`src/rtl/scAct_pkg.sv`:
```
package scAct_pkg;

  typedef enum logic [2:0] {
    IDLE            = 3'd0,
    POWER_UP        = 3'd1,
    CLK_RUN_PRE_RST = 3'd2,
    ATR_WAIT        = 3'd3,
    ACTIVE          = 3'd4
  } actState_e;

  // strobes from control to datapath
  typedef struct packed {
    logic startAck;
    logic cntClr;
    logic cntEn;
    logic setEarly;
    logic setMute;
  } ctrlStrb_t;

  // conditions reported by the datapath
  typedef struct packed {
    logic startReq;
    logic fallEdge;
    logic blankDone;
    logic rstDone;
    logic beforeEarly;
    logic muteHit;
  } dpFlags_t;

  localparam int START_BIT = 0;
  localparam int IOEN_BIT  = 5;
  localparam int LVL_LSB   = 6;
  localparam int C4_BIT    = 5;
  localparam int C8_BIT    = 4;
  localparam int EARLY_BIT = 6;
  localparam int MUTE_BIT  = 5;

endpackage

```
`src/rtl/scAct_dp.sv`:
```
module scAct_dp
  import scAct_pkg::*;
#(
  parameter int CNT_W        = 16,
  parameter int RST_CYCLES   = 42100,
  parameter int BLANK_CYCLES = 200,
  parameter int SYNC_STAGES  = 2
) (
  input  logic       clk,
  input  logic       rstN,
  input  logic       cfgWrite,
  input  logic [7:0] cfgData,
  input  logic       clkInActive,
  input  logic [7:0] earlyHi,
  input  logic [7:0] earlyLo,
  input  logic [7:0] muteHi,
  input  logic [7:0] muteLo,
  input  logic [7:0] statusMask,
  input  logic       statusClr,
  input  logic       ioCardIn,
  input  ctrlStrb_t  strb,
  output dpFlags_t   flags,
  output logic [7:0] settingsQ,
  output logic [7:0] statusQ,
  output logic       intN
);

  localparam logic [CNT_W-1:0] RST_LAST  = CNT_W'(RST_CYCLES - 1);
  localparam logic [CNT_W-1:0] BLANK_LIM = CNT_W'(BLANK_CYCLES);
  localparam logic [CNT_W-1:0] CNT_MAX   = '1;

  logic [SYNC_STAGES-1:0] ioSync;
  logic                   ioPrev;
  logic [CNT_W-1:0]       cycCnt;
  logic [15:0]            earlyLim;
  logic [15:0]            muteLim;

  assign earlyLim = {earlyHi, earlyLo};
  assign muteLim  = {muteHi, muteLo};

  // IO synchronizer, idle level high
  generate
    if (SYNC_STAGES == 1) begin : gSync1
      always_ff @(posedge clk or negedge rstN)
        if (!rstN) ioSync <= '1;
        else       ioSync <= ioCardIn;
    end else begin : gSyncN
      always_ff @(posedge clk or negedge rstN)
        if (!rstN) ioSync <= '1;
        else       ioSync <= {ioSync[SYNC_STAGES-2:0], ioCardIn};
    end
  endgenerate

  always_ff @(posedge clk or negedge rstN)
    if (!rstN) ioPrev <= 1'b1;
    else       ioPrev <= ioSync[SYNC_STAGES-1];

  // settings register with self-clearing start bit
  always_ff @(posedge clk or negedge rstN) begin
    if (!rstN) begin
      settingsQ <= '0;
    end else if (cfgWrite) begin
      settingsQ <= cfgData;
    end else if (strb.startAck) begin
      settingsQ[START_BIT] <= 1'b0;
    end
  end

  // card clock cycle counter, saturating
  always_ff @(posedge clk or negedge rstN) begin
    if (!rstN) begin
      cycCnt <= '0;
    end else if (strb.cntClr) begin
      cycCnt <= '0;
    end else if (strb.cntEn && cycCnt != CNT_MAX) begin
      cycCnt <= cycCnt + 1'b1;
    end
  end

  // sticky status, set wins over clear
  always_ff @(posedge clk or negedge rstN) begin
    if (!rstN) begin
      statusQ <= '0;
    end else begin
      if (statusClr) statusQ <= '0;
      if (strb.setEarly) statusQ[EARLY_BIT] <= 1'b1;
      if (strb.setMute)  statusQ[MUTE_BIT]  <= 1'b1;
    end
  end

  assign intN = ~|(statusQ & ~statusMask);

  always_comb begin
    flags             = '0;
    flags.startReq    = settingsQ[START_BIT] & clkInActive;
    flags.fallEdge    = ioPrev & ~ioSync[SYNC_STAGES-1];
    flags.blankDone   = cycCnt >= BLANK_LIM;
    flags.rstDone     = cycCnt == RST_LAST;
    flags.beforeEarly = 32'(cycCnt) < 32'(earlyLim);
    flags.muteHit     = 32'(cycCnt) == 32'(muteLim);
  end

  // an accepted start leaves the start bit cleared
  assert_start_selfclear_R1: assert property (@(posedge clk) disable iff (!rstN)
    strb.startAck && !cfgWrite |=> !settingsQ[START_BIT]);

  // status bits hold until cleared
  assert_early_sticky_R11: assert property (@(posedge clk) disable iff (!rstN)
    $past(statusQ[EARLY_BIT]) && !$past(statusClr) |-> statusQ[EARLY_BIT]);

  assert_mute_sticky_R11: assert property (@(posedge clk) disable iff (!rstN)
    $past(statusQ[MUTE_BIT]) && !$past(statusClr) |-> statusQ[MUTE_BIT]);

endmodule

```
`src/rtl/scAct_ctrl.sv`:
```
module scAct_ctrl
  import scAct_pkg::*;
(
  input  logic       clk,
  input  logic       rstN,
  input  logic       abort,
  input  logic       vccGood,
  input  dpFlags_t   flags,
  input  logic [7:0] settingsQ,
  input  logic       c4Lvl,
  input  logic       c8Lvl,
  output ctrlStrb_t  strb,
  output logic       vccEn,
  output logic [1:0] vccLevel,
  output logic       ioPullEn,
  output logic       ioLinkEn,
  output logic       c4Out,
  output logic       c8Out,
  output logic       cardClkEn,
  output logic       cardRst
);

  actState_e state, nxtState;
  logic      seenEdge;
  logic      preEdge;
  logic      postVcc;

  assign preEdge = (state == CLK_RUN_PRE_RST) && flags.fallEdge
                   && flags.blankDone && !seenEdge;

  always_comb begin
    nxtState = state;
    strb     = '0;
    unique case (state)
      IDLE: begin
        if (flags.startReq) begin
          strb.startAck = 1'b1;
          strb.cntClr   = 1'b1;
          nxtState      = POWER_UP;
        end
      end
      POWER_UP: begin
        if (vccGood) begin
          strb.cntClr = 1'b1;
          nxtState    = CLK_RUN_PRE_RST;
        end
      end
      CLK_RUN_PRE_RST: begin
        strb.cntEn = 1'b1;
        if (preEdge) begin
          strb.setEarly = 1'b1;
          strb.setMute  = 1'b1;
        end
        if (flags.rstDone) begin
          strb.cntClr = 1'b1;
          nxtState    = (seenEdge || preEdge) ? ACTIVE : ATR_WAIT;
        end
      end
      ATR_WAIT: begin
        strb.cntEn = 1'b1;
        if (flags.muteHit) begin
          strb.setMute = 1'b1;
          nxtState     = ACTIVE;
        end else if (flags.fallEdge) begin
          strb.setEarly = flags.beforeEarly;
          nxtState      = ACTIVE;
        end
      end
      ACTIVE: nxtState = ACTIVE;
      default: nxtState = IDLE;
    endcase
    if (abort) begin
      strb     = '0;
      nxtState = IDLE;
    end
  end

  always_ff @(posedge clk or negedge rstN) begin
    if (!rstN) state <= IDLE;
    else       state <= nxtState;
  end

  always_ff @(posedge clk or negedge rstN) begin
    if (!rstN)                      seenEdge <= 1'b0;
    else if (abort || strb.startAck) seenEdge <= 1'b0;
    else if (preEdge)               seenEdge <= 1'b1;
  end

  assign postVcc   = (state == CLK_RUN_PRE_RST) || (state == ATR_WAIT)
                     || (state == ACTIVE);
  assign vccEn     = (state != IDLE);
  assign vccLevel  = vccEn ? settingsQ[LVL_LSB+1:LVL_LSB] : 2'b00;
  assign ioPullEn  = postVcc;
  assign ioLinkEn  = postVcc & settingsQ[IOEN_BIT];
  assign c4Out     = postVcc & c4Lvl;
  assign c8Out     = postVcc & c8Lvl;
  assign cardClkEn = postVcc;
  assign cardRst   = (state == ATR_WAIT) || (state == ACTIVE);

  // pull-up never enabled without the supply request
  assert_pullup_needs_vcc_R4: assert property (@(posedge clk) disable iff (!rstN)
    ioPullEn |-> vccEn);

  // reset released only with a running card clock, after the count ends
  assert_rst_with_clock_R5: assert property (@(posedge clk) disable iff (!rstN)
    cardRst |-> cardClkEn);

  assert_rst_after_count_R5: assert property (@(posedge clk) disable iff (!rstN)
    $rose(cardRst) |-> $past(flags.rstDone));

  // abort drops the slot to rest
  assert_abort_idle_R12: assert property (@(posedge clk) disable iff (!rstN)
    abort |=> !vccEn && !cardRst && !cardClkEn);

endmodule

```
`src/rtl/scAct_top.sv`:
```
module scAct_top
  import scAct_pkg::*;
#(
  parameter int CNT_W        = 16,
  parameter int RST_CYCLES   = 42100,
  parameter int BLANK_CYCLES = 200,
  parameter int SYNC_STAGES  = 2
) (
  input  logic       clk,
  input  logic       rstN,
  input  logic       abort,
  input  logic       clkInActive,
  input  logic       cfgWrite,
  input  logic [7:0] cfgData,
  input  logic [7:0] auxReg,
  input  logic [7:0] earlyHi,
  input  logic [7:0] earlyLo,
  input  logic [7:0] muteHi,
  input  logic [7:0] muteLo,
  input  logic [7:0] statusMask,
  input  logic       statusClr,
  input  logic       vccGood,
  input  logic       ioCardIn,
  output logic [7:0] settingsOut,
  output logic [7:0] statusOut,
  output logic       intN,
  output logic       vccEn,
  output logic [1:0] vccLevel,
  output logic       ioPullEn,
  output logic       ioLinkEn,
  output logic       c4Out,
  output logic       c8Out,
  output logic       cardClkEn,
  output logic       cardRst
);

  ctrlStrb_t strb;
  dpFlags_t  flags;
  logic      unusedAux;

  assign unusedAux = ^{auxReg[7:6], auxReg[3:0]};

  scAct_dp #(
    .CNT_W       (CNT_W),
    .RST_CYCLES  (RST_CYCLES),
    .BLANK_CYCLES(BLANK_CYCLES),
    .SYNC_STAGES (SYNC_STAGES)
  ) dp_i (
    .clk        (clk),
    .rstN       (rstN),
    .cfgWrite   (cfgWrite),
    .cfgData    (cfgData),
    .clkInActive(clkInActive),
    .earlyHi    (earlyHi),
    .earlyLo    (earlyLo),
    .muteHi     (muteHi),
    .muteLo     (muteLo),
    .statusMask (statusMask),
    .statusClr  (statusClr),
    .ioCardIn   (ioCardIn),
    .strb       (strb),
    .flags      (flags),
    .settingsQ  (settingsOut),
    .statusQ    (statusOut),
    .intN       (intN)
  );

  scAct_ctrl ctrl_i (
    .clk      (clk),
    .rstN     (rstN),
    .abort    (abort),
    .vccGood  (vccGood),
    .flags    (flags),
    .settingsQ(settingsOut),
    .c4Lvl    (auxReg[C4_BIT]),
    .c8Lvl    (auxReg[C8_BIT]),
    .strb     (strb),
    .vccEn    (vccEn),
    .vccLevel (vccLevel),
    .ioPullEn (ioPullEn),
    .ioLinkEn (ioLinkEn),
    .c4Out    (c4Out),
    .c8Out    (c8Out),
    .cardClkEn(cardClkEn),
    .cardRst  (cardRst)
  );

endmodule

```
`config.mk`:
```
export PLATFORM = sky130hd
export DESIGN_NAME = scAct_top
export DESIGN_NICKNAME = d
export VERILOG_FILES = /design/src/rtl/scAct_pkg.sv /design/src/rtl/scAct_dp.sv /design/src/rtl/scAct_ctrl.sv /design/src/rtl/scAct_top.sv
export SDC_FILE = /design/constraint.sdc
export NUM_CORES = 1
export LEC_CHECK = 0
export ABC_AREA = 1
export CAP_MARGIN = 20
export CORE_ASPECT_RATIO = 0.8
export CORE_UTILIZATION = 50
export DETAILED_ROUTE_END_ITERATION = 8
export PLACE_DENSITY = 0.95
export REMOVE_ABC_BUFFERS = 1
export SYNTH_ARGS = -nofsm -noshare
export SYNTH_HDL_FRONTEND = slang
export SYNTH_SLANG_ARGS = --single-unit
```
`constraint.sdc`:
```
create_clock -name clk -period 2.3 [get_ports clk]
set_input_delay 0.23 -clock clk [delete_from_list [all_inputs] [get_ports clk]]
set_output_delay 0.23 -clock clk [all_outputs]
set_load 0.02 [all_outputs]
```
==> impl_metrics.tcl <==
set metrics [dict create \
    ff2ff_path_depth 8 \
    cpMostUsedCell "nor2_1" \
    grt_start_max_net_pins 34 \
    syn_to_final_growth_pct 33.7 \
    crit_arrival_ns 1.94 \
    critPathKind "reg -> out" \
    routed_wl_um 6260 \
    yosysSeqAreaShare_pct 32.1 \
    drive_above_1_share_pct 9.21 \
    synth_top_area_share_pct 29.0 \
    firstDrtPassIters 4 \
    ir_drop_mv 0.431 \
    postCtsHoldBufs 0 \
    grt_pass1_vias 2395 \
    timing.final.crit_share_pct 94.4 \
    core.rowCount 23 \
    r2r-start "dp_i.cycCnt[8]" \
    slowest_delay_ns 0.60 \
    p_int_mw 1.25 \
    r2r_end "dp_i.cycCnt[15]" \
    cp_num_buf_inv 2 \
    grt_pass1_wl_um 10200 \
    vias 2632 \
    portBuffers 71 \
    drc 0 \
    powerDensity_mw_per_mm2 561 \
    fin_nets 536 \
    hold_viol 0 \
    rsz0062_at_grt "false" \
    crit_fanout 5 \
    yosys_warnings 0 \
    maxCapViolCount 0 \
    synthArstFlopShare_pct 100 \
    syn_inst 379 \
    rrSetupSlack_ns 0.39 \
    final_cell_area_mm2 0.00346 \
    post_drt_wl_per_cell_um 12.1 \
    coreArea_mm2 0.00498 \
    synth_edf_count 0 \
    die_h_um 66.3 \
    synthTopCellsByArea "dfrtp_1 29%, nand2_1 14%, inv_1 8.7%" \
    clkPwrFrac_pct 29.1 \
    synthFlopType "dfrtp_1" \
    num_antenna_cells 0 \
    startpoint_type "flip-flop" \
    switching_share_pct 35.3 \
    synth_area_mm2 0.00258 \
    track_usage_pct 24.9 \
    hold_class "in -> async" \
    tritoncts "done" \
    power_frac_seq_pct 35.1 \
    dr_wl_met2_um 3000 \
    antenna_found_initial 0 \
    boundaryPins 90 \
    finalWeightedCongestion 0.972 \
    top_layer "met4" \
    hpwl_um 4980 \
    post-synth-top-area-cell "dfrtp_1" \
    cts_max_level 2 \
    path_cells "inv_2 > nand3_1 > nand2_1 > nor2_1 > nor2_1 > clkdlybuf4s50_1" \
    comb_power_share_pct 35.7 \
    placed_area_mm2 0.00334 \
    gr-total-overflow 0 \
    drt-initial-drc-count 203 \
    max_freq_ghz 0.461 \
    fin_crit_ns 2.17 \
    drt-met1-wl_um 2690 \
    dieArea_mm2 0.00546 \
    cts_root_buf "clkbuf_8" \
    setup_viol 0 \
    switching_power_mw 0.685 \
    clk_path_buf_depth 2 \
    tns_ns 0 \
    worst_setup_path_end_kind "output pin" \
    clock-sinks 33 \
    synth_most_common_cell "nand2_1" \
    status "finished, final reports clean" \
    final_util_pct 69.4 \
    clock_skew_ns 0.00863 \
    cts_buffers 5 \
    slowest_stage "clkdlybuf4s50_1" \
    routed-wl-met3_um 475 \
    dieWidth_um 82.4 \
    fillers 426 \
    vias_per_cell 5.08 \
    leakage_nw 1.75 \
    crit_family "buffers and inverters" \
    clkTransAtPathRegs_ns 0.07 \
    worst_ep_required_time_ns 2.07 \
    ant_nets 0 \
    yosys-top-cells-count "98 x nand2_1, 60 x inv_1, 39 x nor2_1" \
    syn_avg_cell_area_um2 6.82 \
    ys_types 36 \
    maxSlewViolCount 0 \
    ys_seq_elements 33 \
    start_util_pct 51.9 \
    clk_latency_ns 0.30 \
]
## worst max-delay path by stage
stage,cells past startpoint,to,startpoint
finish,6,ioLinkEn,ctrl_i.state[2]
global route,6,ioPullEn,ctrl_i.state[2]
CTS,6,c8Out,ctrl_i.state[2]
detailed placement,9,dp_i.cycCnt[11],abort
global placement,9,dp_i.cycCnt[11],abort
floorplan,11,dp_i.cycCnt[11],dp_i.cycCnt[1]
## power by group through the flow
stage,Clock (mW),Sequential [mW],Combinational (mW)
floorplan,0,0.698,0.383
global placement,0,0.688,0.672
detailed placement,0,0.692,0.690
CTS,0.571,0.681,0.695
global route,0.593,0.689,0.769
finish,0.565,0.682,0.693
## final cells by class
class	count	area, um^2	area share (%)
well taps	62	77.6	2.24
clock inverters	3	46.3	1.34
multi-input cells	268	1430	41.3
inverters	74	278	8.03
repair buffers	73	728	21.1
flip-flops and latches	33	830	24.0
clock buffers	5	68.8	1.99
## cells in the final DEF (no fill, tap or decap), types with 4 or more instances in the layout
master and n:
a21oi_1 12, clkbuf_8 5, clkdlybuf4s50_1 70, conb_1 6, dfrtp_1 30, ha_1 17
inv_1 60, inv_2 12, nand2_1 98, nand3_1 17, nand3_2 4, nand4_1 7
nor2_1 39, nor2_2 4, nor3_1 17, o21ai_0 11, o21ai_1 6, xnor2_1 7
xor2_1 5
## sequential cells by signal, indices dropped and copies added, names as in the netlist
register / cells
dp_i.ioSync: 2
dp_i.statusQ: 2
ctrl_i.state: 3
dp_i.settingsQ: 8
ctrl_i.seenEdge: 1
dp_i.ioPrev: 1
dp_i.cycCnt: 16
## cells by family after synthesis
group / Yosys count / synth area share (%)
xor+xnor: 12 / 4.07
buf+inv: 83 / 13.4
simple gates: 195 / 33.7
other cells: 1 / 0.145
compound gates: 38 / 8.37
flops: 33 / 32.1
fa+ha+maj: 17 / 8.23
## metal layers
layer / vias up / track usage [%]
met3: 14 / 6.07
met2: 102 / 42.0
met1: 1193 / 30.8
met4: 0 / 8.55
met5: - / 0
li1: 1323 / -
## repair_timing
action,in CTS,in global routing
setup endpoints to repair,0,1
resized for setup,0,1
setup buffers,0,0
## stage by stage
step	instances	hold WS [ns]	setup slack [ns]	total power [mW]
6_report	518	0.333	0.129	1.94
5_1_grt	518	0.354	0.000191	2.05
4_1_cts	518	0.326	0.130	1.95
3_5_place_dp	510	0.348	0.357	1.38
3_3_place_gp	510	0.347	0.412	1.36
2_1_floorplan	375	-0.0656	0.771	1.08
No activity file was read; power rests on OpenSTA's default activity.
